### src/rtl/sram_delay_pkg.sv
package sram_delay_pkg;
    localparam int NUM_PH       = 10;
    localparam int PH_ADVANCE   = 1;
    localparam int PH_CAPTURE   = 3;
    localparam int PH_WRITE     = 5;
    localparam int PH_DRIVE_END = 6;
endpackage

### src/rtl/sdl_phase_ring.sv
module sdl_phase_ring #(
    parameter int NPH = sram_delay_pkg::NUM_PH
) (
    input  logic           clk,
    input  logic           rst,
    output logic [NPH-1:0] ph
);
    typedef struct packed {
        logic [NPH-1:0] ring;
    } ring_st_t;

    ring_st_t st_d, st_q;

    always_comb begin
        st_d      = st_q;
        st_d.ring = {st_q.ring[NPH-2:0], st_q.ring[NPH-1]};
        if (rst) begin
            st_d.ring = NPH'(1);
        end
    end

    always_ff @(posedge clk) begin
        st_q <= st_d;
    end

    assign ph = st_q.ring;

    // exactly one active phase, last phase hands over to phase 0
    assert_one_phase_R2: assert property (@(posedge clk) disable iff (rst)
        $countones(ph) == 1);
    assert_ring_wrap_R2: assert property (@(posedge clk) disable iff (rst)
        ph[NPH-1] |=> ph[0]);
endmodule

### src/rtl/sdl_addr_ctr.sv
module sdl_addr_ctr #(
    parameter int ADDR_W = 15
) (
    input  logic              clk,
    input  logic              rst,
    input  logic              adv,
    output logic [ADDR_W-1:0] addr
);
    typedef struct packed {
        logic [ADDR_W-1:0] ptr;
    } ctr_st_t;

    ctr_st_t st_d, st_q;

    always_comb begin
        st_d = st_q;
        if (adv) begin
            st_d.ptr = st_q.ptr + 1'b1;
        end
        if (rst) begin
            st_d.ptr = '0;
        end
    end

    always_ff @(posedge clk) begin
        st_q <= st_d;
    end

    assign addr = st_q.ptr;

    // pointer only moves on the advance request, and wraps to zero
    assert_addr_hold_R3: assert property (@(posedge clk) disable iff (rst)
        !adv |=> $stable(addr));
    assert_addr_wrap_R3: assert property (@(posedge clk) disable iff (rst)
        (adv && addr == {ADDR_W{1'b1}}) |=> addr == '0);
endmodule

### src/rtl/sdl_bus_steer.sv
module sdl_bus_steer #(
    parameter int NPH    = sram_delay_pkg::NUM_PH,
    parameter int DATA_W = 8
) (
    input  logic              clk,
    input  logic              rst,
    input  logic [NPH-1:0]    ph,
    input  logic [DATA_W-1:0] adc_data,
    output logic              adv,
    output logic              capture,
    output logic              adc_start,
    output logic [DATA_W-1:0] bus_out,
    output logic              bus_oe,
    output logic              sram_oe_n,
    output logic              sram_we_n
);
    import sram_delay_pkg::*;

    logic drive;
    logic wr;

    always_comb begin
        adv       = 1'b0;
        capture   = 1'b0;
        adc_start = 1'b0;
        drive     = 1'b0;
        wr        = 1'b0;
        for (int i = 0; i < NPH; i++) begin
            adv       |= ph[i] && (i == PH_ADVANCE - 1);
            capture   |= ph[i] && (i == PH_CAPTURE - 1);
            adc_start |= ph[i] && (i == PH_ADVANCE);
            drive     |= ph[i] && (i >= PH_WRITE) && (i <= PH_DRIVE_END);
            wr        |= ph[i] && (i == PH_WRITE);
        end
    end

    assign bus_oe    = drive;
    assign bus_out   = drive ? adc_data : '0;
    assign sram_oe_n = drive;
    assign sram_we_n = !wr;

    // conversion request is a single-clock pulse
    assert_start_pulse_R4: assert property (@(posedge clk) disable iff (rst)
        adc_start |=> !adc_start);
    // the block and the SRAM never drive the bus together
    assert_no_contention_R6: assert property (@(posedge clk) disable iff (rst)
        !(bus_oe && !sram_oe_n));
    // write strobe lies inside the drive window, with hold after release
    assert_we_inside_R7: assert property (@(posedge clk) disable iff (rst)
        !sram_we_n |-> bus_oe);
    assert_we_hold_R7: assert property (@(posedge clk) disable iff (rst)
        $rose(sram_we_n) |-> bus_oe);
endmodule

### src/rtl/sram_delay_seq.sv
module sram_delay_seq #(
    parameter int ADDR_W = 15,
    parameter int DATA_W = 8
) (
    input  logic              clk,
    input  logic              rst,
    output logic              adc_start,
    input  logic [DATA_W-1:0] adc_data,
    output logic [ADDR_W-1:0] sram_addr,
    input  logic [DATA_W-1:0] bus_in,
    output logic [DATA_W-1:0] bus_out,
    output logic              bus_oe,
    output logic              sram_oe_n,
    output logic              sram_we_n,
    output logic [DATA_W-1:0] dac_out
);
    import sram_delay_pkg::*;

    localparam int NPH = NUM_PH;

    logic [NPH-1:0] ph;
    logic           adv;
    logic           capture;

    typedef struct packed {
        logic [DATA_W-1:0] dac;
    } out_st_t;

    out_st_t st_d, st_q;

    sdl_phase_ring #(.NPH(NPH)) u_ring (
        .clk (clk),
        .rst (rst),
        .ph  (ph)
    );

    sdl_addr_ctr #(.ADDR_W(ADDR_W)) u_ctr (
        .clk  (clk),
        .rst  (rst),
        .adv  (adv),
        .addr (sram_addr)
    );

    sdl_bus_steer #(.NPH(NPH), .DATA_W(DATA_W)) u_steer (
        .clk       (clk),
        .rst       (rst),
        .ph        (ph),
        .adc_data  (adc_data),
        .adv       (adv),
        .capture   (capture),
        .adc_start (adc_start),
        .bus_out   (bus_out),
        .bus_oe    (bus_oe),
        .sram_oe_n (sram_oe_n),
        .sram_we_n (sram_we_n)
    );

    always_comb begin
        st_d = st_q;
        if (capture) begin
            st_d.dac = bus_in;
        end
        if (rst) begin
            st_d.dac = '0;
        end
    end

    always_ff @(posedge clk) begin
        st_q <= st_d;
    end

    assign dac_out = st_q.dac;

    // DAC register changes only after the capture phase
    assert_dac_hold_R8: assert property (@(posedge clk) disable iff (rst)
        !capture |=> $stable(dac_out));
    // SRAM outputs are off whenever the write strobe is low
    assert_oe_off_in_write_R5: assert property (@(posedge clk) disable iff (rst)
        !sram_we_n |-> sram_oe_n);
endmodule

### config.mk
export PLATFORM = sky130hd
export DESIGN_NAME = sram_delay_seq
export DESIGN_NICKNAME = d
export VERILOG_FILES = /design/src/rtl/sram_delay_pkg.sv /design/src/rtl/sdl_phase_ring.sv /design/src/rtl/sdl_addr_ctr.sv /design/src/rtl/sdl_bus_steer.sv /design/src/rtl/sram_delay_seq.sv
export SDC_FILE = /design/constraint.sdc
export NUM_CORES = 1
export LEC_CHECK = 0
export ABC_CLOCK_PERIOD_IN_PS = 1890
export CAP_MARGIN = 0
export CELL_PAD_IN_SITES_DETAIL_PLACEMENT = 1
export CELL_PAD_IN_SITES_GLOBAL_PLACEMENT = 1
export CORE_MARGIN = 2
export CORE_UTILIZATION = 44
export DETAILED_ROUTE_END_ITERATION = 7
export DONT_BUFFER_PORTS = 1
export GPL_TIMING_DRIVEN = 0
export PLACE_DENSITY_LB_ADDON = 0.1
export RECOVER_POWER = 50
export SLEW_MARGIN = 5
export SYNTH_ARGS = -nofsm -noshare
export SYNTH_HDL_FRONTEND = slang
export SYNTH_SLANG_ARGS = --single-unit
### constraint.sdc
create_clock -name clk -period 1.89 [get_ports clk]
set_input_delay 0.567 -clock clk [delete_from_list [all_inputs] [get_ports clk]]
set_output_delay 0.567 -clock clk [all_outputs]
set_load 0.01 [all_outputs]
==> summary.md <==
| Metric | Value |
|---|---|
| Crit share post-route | `90.5%` |
| Non-filler cells, final | `178` |
| Final WL | `2.90 mm` |
| H-tree levels | `2` |
| Slew HR | `60.9%` |
| FF-to-FF setup slack | `0.20 ns` |
| Hold buffers post-CTS | `0` |
| Clk Latency, worst-skew pair | `0.34 ns` |
| Slowest cell on the critical path | `dfxtp_1` |
| Die ar. | `3490 sq um` |
| Leak | `0.538 nW` |
| Asr flop ratio synth | `0%` |
| RSZ-0062 raised after global routing | `no` |
| Seq pwr share | `55.0%` |
| Final setup margin | `0.179 ns` |
| PortBufs | `0` |
| Pre-CTS setup slack | `0.204 ns` |
| Seq/Total Area, Yosys | `49.5%` |
| Slew Limit Fails | `0` |
| Clk buf depth | `2` |
| FF-to-FF Start | `u_ctr.addr[3]` |
| Hold Startpoint | `bus_in[5]` |
| Hold crit path type | `in -> reg` |
| Placed cells | `170` |
| Die width | `59.1 um` |
| Mapped cell area | `1330 sq um` |
| Top-area cell type share of the netlist area | `49.5%` |
| Pre-antenna DRT Iters | `3` |
| Top cell type by total area after synthesis | `dfxtp_1` |
| Max Fclk | `584 MHz` |
| Status | `finished, final reports clean` |
| Synth Register Bits | `33` |
| Net Sw Power | `0.312 mW` |
| PwrDens | `906 nW/um^2` |
| YS warnings | `0` |
| Antenna cells | `0` |
| Syn_nets | `158` |
| CP Capture Type | `primary output` |
| GP Congestion | `0.747` |
| Tmin final | `1.71 ns` |
| Worst path cell trace | `nor2_4, inv_1, buf_4` |
| EDFF count, synth | `0` |
| Skew final | `0.0130 ns` |
| Crit path launch | `u_ring.ph[6]` |
| Logic pwr share | `4.5%` |
| Initial Utilization | `47.1%` |
| Crit start category | `register` |
| Clock transition at the registers of the reported paths | `0.12 ns` |
| Area delta synth->final | `9.76%` |
| # fillers | `328` |
| Synth top area cells | `dfxtp_1 50%, nor2b_1 9.8%, mux2i_1 6.8%, nor2_1 5.6%, mux2_1 2.5%` |
| Drt drc | `0` |
| Fin nets | `165` |
| Crit-path max cell delay | `0.34 ns` |
| Layout cells sized above 1 | `11.6%` |
| Overall routing resource usage | `18.0%` |
| Most frequent cell after synthesis | `dfxtp_1` |
| CP Data Arrival Time | `1.14 ns` |
| Critical path data required time | `1.32 ns` |
| Internal Power | `1.01 mW` |
| Primary FF master, synth | `dfxtp_1` |
| Cell count after synthesis | `139` |
| Drt first-iter violations | `22` |
| Pin count of the biggest net entering global routing | `13` |
| Net Sw Frac | `23.5%` |
| Vias in the first global route | `1,003` |
| Via density | `5.64` |
| Post-DP HPWL | `2.06 mm` |
| Io pins | `53` |
| DR WL/cell | `16.3 um` |
| CTS tree | `yes` |
| Top cells by count, synth | `33 x dfxtp_1, 21 x nor2b_1, 20 x nor2_1` |
| Max VDD drop | `0.586 mV` |
| Initial antenna violation count | `0` |
| Total number of vias | `1,004` |
| CTS Buf Count | `5` |
| Num rows | `19` |
| Overall die height | `59.1 um` |
| Core box area | `2830 sq um` |
| Final ANT Viol Nets | `0` |
| Synth unique cells | `27` |
| Final Hold Viols | `0` |
| Type of the worst setup path | `reg -> out` |
| Syn_area_per_cell | `9.60 sq um` |
| Min Hold Slack | `0.371 ns` |
| Root Buffer | `clkbuf_4` |
| Worst-Margin Slew | `0.586 ns` |
| Clock Sink Count | `33` |
| Setup TNS | `0 ns` |
| Clock power share | `40.5%` |
| Maxcap violations | `0` |
| Global-route wire length before repair | `4.69 mm` |
| Crit-path max FO | `9` |
| Grt ovf | `0` |
| Setup-failing EPs final | `0` |
==> stage by stage <==
step,cell area [sq um],power [mW],util [%]
final,1460,1.33,51.7
after global routing,1460,1.39,51.7
after CTS,1460,1.34,51.6
after detailed placement,1370,0.805,48.5
after global placement,1370,0.801,48.5
after floorplan,1330,0.789,-
==> critical path: cells and delay by family, from the launching register on <==
kind	cells	cell delay (ns)
flops	1	0.34
buf+inv	2	0.28
simple gates	1	0.20
==> state kept, by name, summed over array words and instances (netlist names) <==
signal	flops
u_ctr.addr	15
dac_out	8
u_ring.ph	10
==> power groups by stage <==
stage	Clock, mW	Sequential (mW)	Combinational (mW)
global route	0.590	0.732	0.0680
finish	0.538	0.729	0.0596
floorplan	0	0.741	0.0481
CTS	0.554	0.729	0.0609
global placement	0	0.744	0.0573
detailed placement	0	0.745	0.0609
==> cells by family (layout without fill, tap and decap cells) <==
kind of cell / after synthesis / after routing / share of synthesized area [%]
AOI/OAI and AO/OA: 10 / 10 / 4.31
DFF: 33 / 33 / 49.5
buffers and inverters: 12 / 20 / 4.31
adders and majority gates: 1 / 1 / 0.938
and+or+nand+nor: 65 / 65 / 27.3
xor gates and xnor gates: 4 / 4 / 2.63
muxes: 14 / 14 / 11.0
==> cells in the final DEF (no fill, tap or decap) <==
cell type and instances:
dfxtp_1 33, nor2b_1 21, nor2_1 19, mux2i_1 9
nand2_1 6, clkbuf_1 5, nor4_1 5, a21oi_1 5
clkbuf_4 5, inv_1 4, nand4_1 3, mux2_1 3
o31ai_1 3, or4_1 3, xor2_1 3, nand3_1 2
mux2_2 2, o21ai_0 2, or3_1 2, nor2_4 1
nand4_2 1, buf_6 1, buf_2 1, nand4_4 1
xnor2_1 1, or2_2 1, ha_1 1, buf_4 1
bufinv_16 1, clkinv_4 1, clkinvlp_4 1
==> per-layer routing <==
layer / GRT usage (%) / vias to the layer above / wire length, um
met5: 0 / - / 0
met4: 7.14 / 0 / 31
met3: 6.11 / 4 / 216
met2: 31.0 / 46 / 1420
met1: 20.6 / 471 / 1230
li1: - / 483 / -
==> cell type report <==
cell class	instances	area (sq um)	share of cell area, %
buffer	8	42.5	2.91
inverter	4	15.0	1.03
tap	31	38.8	2.65
multi-input combinational	94	623	42.6
clock inverter	3	46.3	3.16
sequential	33	661	45.1
clock buffer	5	37.5	2.56
==> what timing repair did <==
action / CTS / global route
setup buffers: 0 / 0
hold endpoints to repair: 0 / 0
gates resized for setup: 1 / 1
endpoints found under the setup margin: 1 / 1
==> final timing paths <==
kind                          to  cells after the start
hold / removal        dac_out[5]                      2
setup reg to reg  u_ctr.addr[13]                      4
setup / recovery       sram_oe_n                      3
hold reg to reg     u_ring.ph[0]                      1
Note: power is estimated with default switching activity, not from simulation.
